### src/rtl/bpred_pkg.sv
package bpred_pkg;

  typedef enum logic [1:0] {
    PK_BIMODAL = 2'd0,
    PK_LOCAL   = 2'd1,
    PK_GLOBAL  = 2'd2,
    PK_GSHARE  = 2'd3
  } pred_kind_e;

  localparam int unsigned WORD_OFS = 2;

  localparam logic [1:0] CNT_RESET = 2'b01;

  function automatic logic [1:0] sat_step(input logic [1:0] cnt, input logic taken);
    logic [1:0] nxt;
    nxt = cnt;
    if (taken && cnt != 2'b11) nxt = cnt + 2'b01;
    else if (!taken && cnt != 2'b00) nxt = cnt - 2'b01;
    return nxt;
  endfunction

endpackage

### src/rtl/bpred_hist.sv
module bpred_hist
  import bpred_pkg::*;
#(
  parameter pred_kind_e KIND = PK_LOCAL,
  parameter int unsigned PC_W = 32,
  parameter int unsigned SEL_W = 4,
  parameter int unsigned HIST_W = 6
) (
  input  logic              clk,
  input  logic              rst_n,
  input  logic [PC_W-1:0]   rd_pc,
  output logic [HIST_W-1:0] rd_hist,
  input  logic              wr_en,
  input  logic [PC_W-1:0]   wr_pc,
  input  logic              wr_taken,
  output logic [HIST_W-1:0] wr_hist
);
  localparam int unsigned ENTRIES = 1 << SEL_W;

  generate
    if (KIND == PK_LOCAL) begin : g_local
      logic [HIST_W-1:0] table_q [ENTRIES];
      logic [SEL_W-1:0] rd_sel, wr_sel;
      logic unused_pc;

      assign rd_sel = rd_pc[WORD_OFS +: SEL_W];
      assign wr_sel = wr_pc[WORD_OFS +: SEL_W];
      assign unused_pc = ^{rd_pc, wr_pc};
      assign rd_hist = table_q[rd_sel];
      assign wr_hist = table_q[wr_sel];

      always_ff @(posedge clk) begin
        if (!rst_n) begin
          for (int i = 0; i < ENTRIES; i++) table_q[i] <= '0;
        end else if (wr_en) begin
          table_q[wr_sel] <= {table_q[wr_sel][HIST_W-2:0], wr_taken};
        end
      end
    end else if (KIND == PK_GLOBAL || KIND == PK_GSHARE) begin : g_global
      logic [HIST_W-1:0] ghist_q;
      logic unused_pc;

      assign unused_pc = ^{rd_pc, wr_pc};
      assign rd_hist = ghist_q;
      assign wr_hist = ghist_q;

      always_ff @(posedge clk) begin
        if (!rst_n) ghist_q <= '0;
        else if (wr_en) ghist_q <= {ghist_q[HIST_W-2:0], wr_taken};
      end
    end else begin : g_none
      logic unused_in;

      assign unused_in = ^{clk, rst_n, rd_pc, wr_en, wr_pc, wr_taken};
      assign rd_hist = '0;
      assign wr_hist = '0;
    end
  endgenerate

endmodule

### src/rtl/bpred_index.sv
module bpred_index
  import bpred_pkg::*;
#(
  parameter pred_kind_e KIND = PK_LOCAL,
  parameter int unsigned PC_W = 32,
  parameter int unsigned HIST_W = 6
) (
  input  logic [PC_W-1:0]   pc,
  input  logic [HIST_W-1:0] hist,
  output logic [HIST_W-1:0] idx
);
  logic [HIST_W-1:0] pc_bits;
  logic unused_pc;

  assign pc_bits = pc[WORD_OFS +: HIST_W];
  assign unused_pc = ^pc;

  generate
    if (KIND == PK_BIMODAL) begin : g_bim
      logic unused_hist;
      assign unused_hist = ^hist;
      assign idx = pc_bits;
    end else if (KIND == PK_GSHARE) begin : g_xor
      assign idx = hist ^ pc_bits;
    end else begin : g_hist
      assign idx = hist;
    end
  endgenerate

endmodule

### src/rtl/bpred_pht.sv
module bpred_pht
  import bpred_pkg::*;
#(
  parameter int unsigned IDX_W = 6
) (
  input  logic             clk,
  input  logic             rst_n,
  input  logic [IDX_W-1:0] rd_idx,
  output logic             rd_taken,
  input  logic             wr_en,
  input  logic [IDX_W-1:0] wr_idx,
  input  logic             wr_taken
);
  localparam int unsigned ENTRIES = 1 << IDX_W;

  logic [1:0] cnt_q [ENTRIES];
  logic [1:0] rd_cnt;

  assign rd_cnt = cnt_q[rd_idx];
  assign rd_taken = rd_cnt[1];

  always_ff @(posedge clk) begin
    if (!rst_n) begin
      for (int i = 0; i < ENTRIES; i++) cnt_q[i] <= CNT_RESET;
    end else if (wr_en) begin
      cnt_q[wr_idx] <= sat_step(cnt_q[wr_idx], wr_taken);
    end
  end

endmodule

### src/rtl/bpred_dir.sv
module bpred_dir
  import bpred_pkg::*;
#(
  parameter pred_kind_e KIND = PK_LOCAL,
  parameter int unsigned PC_W = 32,
  parameter int unsigned SEL_W = 4,
  parameter int unsigned HIST_W = 6
) (
  input  logic            clk,
  input  logic            rst_n,
  input  logic            req_valid,
  output logic            req_ready,
  input  logic [PC_W-1:0] req_pc,
  output logic            rsp_valid,
  input  logic            rsp_ready,
  output logic            rsp_taken,
  input  logic            upd_valid,
  input  logic [PC_W-1:0] upd_pc,
  input  logic            upd_taken
);
  logic [HIST_W-1:0] rd_hist, wr_hist;
  logic [HIST_W-1:0] rd_idx, wr_idx;

  assign rsp_valid = req_valid;
  assign req_ready = rsp_ready;

  bpred_hist #(.KIND(KIND), .PC_W(PC_W), .SEL_W(SEL_W), .HIST_W(HIST_W)) u_hist (
    .clk      (clk),
    .rst_n    (rst_n),
    .rd_pc    (req_pc),
    .rd_hist  (rd_hist),
    .wr_en    (upd_valid),
    .wr_pc    (upd_pc),
    .wr_taken (upd_taken),
    .wr_hist  (wr_hist)
  );

  bpred_index #(.KIND(KIND), .PC_W(PC_W), .HIST_W(HIST_W)) u_rd_index (
    .pc   (req_pc),
    .hist (rd_hist),
    .idx  (rd_idx)
  );

  bpred_index #(.KIND(KIND), .PC_W(PC_W), .HIST_W(HIST_W)) u_wr_index (
    .pc   (upd_pc),
    .hist (wr_hist),
    .idx  (wr_idx)
  );

  bpred_pht #(.IDX_W(HIST_W)) u_pht (
    .clk      (clk),
    .rst_n    (rst_n),
    .rd_idx   (rd_idx),
    .rd_taken (rsp_taken),
    .wr_en    (upd_valid),
    .wr_idx   (wr_idx),
    .wr_taken (upd_taken)
  );

endmodule

### config.mk
export PLATFORM = sky130hd
export DESIGN_NAME = bpred_dir
export DESIGN_NICKNAME = d
export VERILOG_FILES = /design/src/rtl/bpred_pkg.sv /design/src/rtl/bpred_hist.sv /design/src/rtl/bpred_index.sv /design/src/rtl/bpred_pht.sv /design/src/rtl/bpred_dir.sv
export SDC_FILE = /design/constraint.sdc
export NUM_CORES = 1
export LEC_CHECK = 0
export BUFFER_PORTS_ARGS = -buffer_cell sky130_fd_sc_hd__buf_4
export CAP_MARGIN = 20
export CORE_ASPECT_RATIO = 1.75
export CORE_MARGIN = 5
export CORE_UTILIZATION = 25
export CTS_BUF_LIST = sky130_fd_sc_hd__clkbuf_4 sky130_fd_sc_hd__clkbuf_8
export CTS_CLUSTER_DIAMETER = 100
export DETAILED_ROUTE_END_ITERATION = 7
export GPL_TIMING_DRIVEN = 0
export PLACE_DENSITY_LB_ADDON = 0.2
export SKIP_LAST_GASP = 1
export SLEW_MARGIN = 20
export SYNTH_ARGS = -nofsm -noshare
export SYNTH_HDL_FRONTEND = slang
export SYNTH_SLANG_ARGS = --single-unit
### constraint.sdc
create_clock -name clk -period 5 [get_ports clk]
set_clock_uncertainty 0.15 [all_clocks]
set_input_delay 0.5 -clock clk [delete_from_list [all_inputs] [get_ports clk]]
set_output_delay 0.5 -clock clk [all_outputs]
set_load 0.05 [all_outputs]
Word-level counts from Yosys, hierarchy flattened
Memories as Yosys holds them, arrays and structs flattened.
Cells that the tools add are included.
{ "op_classes": {"addsub": 2, "muxes": 14, "n_eq_ne": 1, "reduce_logical": 6} }
{ "ops": {"columns": ["operator", "count"], "rows": [
  ["6-bit two-way mux", 2],
  ["2-bit two-way mux", 5],
  ["1-bit two-way mux", 6],
  ["6-bit OR reduction", 1],
  ["4-bit two-way mux", 1],
  ["2-bit by 1-bit adder with 2-bit output, second input constant", 1],
  ["1-bit logical AND", 2],
  ["2-bit != test, second input constant", 1],
  ["2-bit nonzero test", 1],
  ["2-bit OR reduction", 1],
  ["2-bit by 1-bit subtractor with 2-bit output, second input constant", 1],
  ["1-bit logical NOT", 1]
]} }
{ "word_totals": {"wordCells": 25, "out_inout_bits": 3, "in_bits": 70, "mem_count": 2, "mem_bits_rw": 224, "reg_bits": 0} }
{ "mem_list": {"columns": ["name", "words", "word_bits", "read_ports", "rd_clocked_by_memory_dff", "wr", "line", "source"], "rows": [
  ["u_pht.cnt_q", 64, 2, 2, 0, 64, "bpred_pht.sv:16", "logic [1:0] cnt_q [ENTRIES];"],
  ["u_hist.g_local.table_q", 16, 6, 2, 0, 16, "bpred_hist.sv:22", "logic [HIST_W-1:0] table_q [ENTRIES];"]
]} }

Depth between registers and ports, before layout
An unclocked memory read counts as a cell.
{ "logic_depth": {"ltp_word": 9, "ltp_mapped": 19, "mapped_depth_nobuf": 14} }

Cells and area by module
From an unflattened synthesis, not the netlist that was laid out.
{ "hier_totals": {"cells_unflattened": 1023, "hier_area_um2": 12822.3} }
{ "by_module_without_submodules": {"columns": ["mod", "cells_per_inst", "seq_area_each_um2", "instances", "area_per_inst_um2"], "rows": [
  ["bpred_pht", 650, 3843.7, 1, 7419.6],
  ["bpred_hist", 359, 2882.8, 1, 5297.6],
  ["bpred_index", 6, 0.0, 2, 45.0],
  ["bpred_dir", 2, 0.0, 1, 15.0]
]} }

Worst setup path before layout
OpenSTA, ideal clock, no wires.
{ "synth_timing": {"kind": "input-to-output", "startpoint": "input port req_pc[2]", "endpoint": "output port rsp_taken", "cell_stages": 9, "arrival_time_ps": 4479, "path_buffers": 3, "required_time_ps": 4350, "slack_ps": -129, "cell_sequence": "clkbuf_1 -> buf_1 -> buf_1 -> mux4_2 -> mux4_2 -> nor2b_1 -> a22oi_1 -> o211ai_1 -> o21ai_0"} }
{ "synth_between": {"elab_chain_cells": 2} }
{ "synth_rtl": {"columns": ["item", "line", "source"], "rows": [
  ["from (decl)", "bpred_dir.sv:13", "input logic [PC_W-1:0] req_pc,"],
  ["memory 16 x 6 bit", null, null],
  ["memory 64 x 2 bit", null, null],
  ["to (decl)", "bpred_dir.sv:16", "output logic rsp_taken,"]
]} }
No other way between the ends.

==> results.json <==
{
  "critPathArrivalTime_ns": 5.01,
  "initial_utilization_pct": 25.1,
  "synth_most_common_cell": "nand2_1",
  "ir_worst_vdd_mv": 0.156,
  "cts.sinks": 224,
  "ys_warn_count": 0,
  "overflow": 0,
  "layoutNonFillerInstCount": 1755,
  "reg2reg_setup_slack_ns": 0.12,
  "report.final.hold_viol_count": 0,
  "yosysTopAreaCellShare_pct": 55.2,
  "syn-mean-instance-area_um2": 12.0,
  "dieWidth_um": 177,
  "synth_area_um2": 12200,
  "leakage_uw": 0.00464,
  "finalSetupViolCount": 0,
  "endpoint_kind": "flip-flop",
  "post-place-cells": 1683,
  "crit-reg2reg-launch": "u_hist.g_local.table_q[8][2]",
  "clk_latency_ns": 0.57,
  "grt_busiest_layer": "met2",
  "path_max_fanout": 10,
  "cp_data_required_time_ns": 5.12,
  "r2r-end": "u_pht.cnt_q[62][0]",
  "ys_seq_area_share_pct": 55.2,
  "min_path_type": "input pin to flip-flop",
  "cts_made_buffers": 38,
  "dp_hpwl_um": 35100,
  "critPathKind": "input pin to flip-flop",
  "port_buffers": 10,
  "swShare_pct": 33.1,
  "grtUsageTotal_pct": 17.2,
  "synth.cells.most_frequent": "nand2_1 (237), edfxtp_1 (224), nor2_1 (124)",
  "ys_ff_latch": 224,
  "drt-initial-drc-count": 778,
  "max_freq_mhz": 204,
  "synthArstFlopShare_pct": 0,
  "syn_nets": 1088,
  "worstMarginPinSlew_ns": 1.11,
  "vias": 8742,
  "design.core.area_um2": 48500,
  "grt_pass1_vias": 9237,
  "io_pins": 73,
  "p_switching_uw": 1700,
  "die_y_um": 302,
  "yosysTopAreaCell": "edfxtp_1",
  "synthTopCellsByArea": "edfxtp_1 (55%), mux4_2 (11%), nand2_1 (7.3%)",
  "final_nets": 1145,
  "htree_num_levels": 2,
  "p_comb_share_pct": 24.6,
  "fin_crit_ns": 4.89,
  "multi_input_area_um2": 5100,
  "drtAntennaViolNets": 0,
  "grt_max_degree": 11,
  "wl_per_cell_um": 26.1,
  "start_kind": "input pin",
  "whs_ns": 0.396,
  "status": "finished clean",
  "drive_above_1_share_pct": 24.1,
  "hold_path_startpoint": "upd_taken",
  "met2_usage_pct": 36.0,
  "rr_worst_depth": 17,
  "rsz0062_at_grt": "yes",
  "firstDrtPassIters": 6,
  "hold_depth": 3,
  "antenna_found_initial": 1,
  "period_share_pct": 97.9,
  "place_congestion": 0.895,
  "met3_usage_pct": 1.95,
  "cts_tree": "done",
  "syn2layout_area_growth_pct": 15.5,
  "max-clock-path-buffers": 3,
  "slew_headroom_pct": 25.7,
  "nFillCells": 5061,
  "slew_violations": 0,
  "dieArea_um2": 53400,
  "synth.distinct_cells": 50,
  "synth-edff-count": 224,
  "seq_area_um2": 6730,
  "wl_um": 45900,
  "viasPerCell": 4.98,
  "cts.clk_slew.worst_paths_ns": 0.06,
  "grt_pass1_wl_um": 65300,
  "post-route-drc-count": 0,
  "postSynthCellCount": 1016,
  "clock-root-buffer": "clkbuf_8",
  "synth_ff_type": "edfxtp_1",
  "hold_end": "u_hist.g_local.table_q[10][0]",
  "pwr-share-clk_pct": 33.4,
  "power_density_nw_per_um2": 365,
  "grt_use_met1_pct": 16.2,
  "num_rows": 107,
  "p_int_uw": 3440,
  "maxCapViolCount": 0,
  "ctsHoldBuffers": 0,
  "power_frac_seq_pct": 42.0
}
[layout by cell type (no fill, tap or decap), drive strengths merged, types with 11 or more instances in the layout]
cell,count
buf,63
nor2,175
nand2,237
clkinv,12
mux4,74
nand3,89
clkbuf,91
edfxtp,224
a32oi,11
mux2i,44
[logic make-up (layout without fill, tap and decap cells)]
family	Yosys count	count (layout)	synth area share, %
and+or+nand+nor	535	535	19.4
DFF	224	224	55.2
muxes	124	124	18.3
buffers and inverters	91	175	4.00
AOI/OAI and AO/OA	39	39	2.74
adders and majority gates	2	2	0.205
xor gates and xnor gates	1	1	0.134
other	0	1	0
[per-stage QoR]
step,setup slack [ns],total power (µW),area [µm²],utilization [%],setup TNS [ns]
CTS,0.0147,5160,14000,28.9,0
global route,-0.0156,5310,14100,29.0,-0.0592
global placement,-1.43,3380,13100,27.0,-203.22
finish,0.106,5130,14100,29.0,0
detailed placement,-1.42,3390,13100,27.1,-181.73
floorplan,0.247,2930,12200,-,0
[metal layers]
metal	part of all wire (%)	vias to the layer above
met4	4.4	0
met3	3.2	101
li1	-	3856
met5	0	-
met1	32	4507
met2	60	278
[state kept, by name (all words and copies together), names as in the netlist]
register / flops
u_pht.cnt_q: 128
u_hist.g_local.table_q: 96
[layout make-up]
cell class                 instances  share of cell area (%)
antenna                            1                  0.0178
buffer                            85                    3.50
clock buffer                      50                    4.40
clock inverter                    17                   0.934
inverter                           4                   0.107
multi-input combinational        701                    36.3
sequential                       224                    47.8
tap                              654                    5.82
timing repair buffer              19                    1.13
[critical path: stages]
cell and delay (ns):
buf_2 0.27, buf_2 0.37, mux4_1 0.38, mux2i_4 0.31, mux2_2 0.23, buf_6 0.20, nor2_1 0.11, buf_2 0.26
a32oi_1 0.29, a21boi_0 0.21, a221oi_1 0.27, nand4_1 0.11, buf_4 0.18, ha_1 0.19, mux2_2 0.33, xnor2_4 0.20
buf_12 0.16, buf_2 0.29, nand3_1 0.12
[repair_timing]
action	CTS	global route
setup endpoints to repair	147	117
pin swaps	3	0
buffers inserted	5	1
resized for setup	29	9
hold endpoints to repair	0	0
[power groups by stage]
stage               clock, µW  combinational (µW)  sequential [µW]
floorplan                   0                 754             2170
global placement            0                1190             2190
detailed placement          0                1200             2200
CTS                      1740                1260             2160
global route             1820                1320             2160
finish                   1710                1270             2160
[worst max path at each step]
stage                                  start                 end  slack [ns]  cells past startpoint
3_5_place_dp                       upd_pc[3]  u_pht.cnt_q[44][0]       -1.42                     14
3_3_place_gp                       upd_pc[3]  u_pht.cnt_q[62][0]       -1.43                     14
2_1_floorplan                      req_pc[2]           rsp_taken        0.25                      9
6_report                           upd_pc[5]  u_pht.cnt_q[62][0]        0.11                     19
4_1_cts        u_hist.g_local.table_q[12][0]           rsp_taken        0.01                     10
5_1_grt         u_hist.g_local.table_q[1][0]  u_pht.cnt_q[25][0]       -0.02                     17
(Power assumes the default switching activity.)
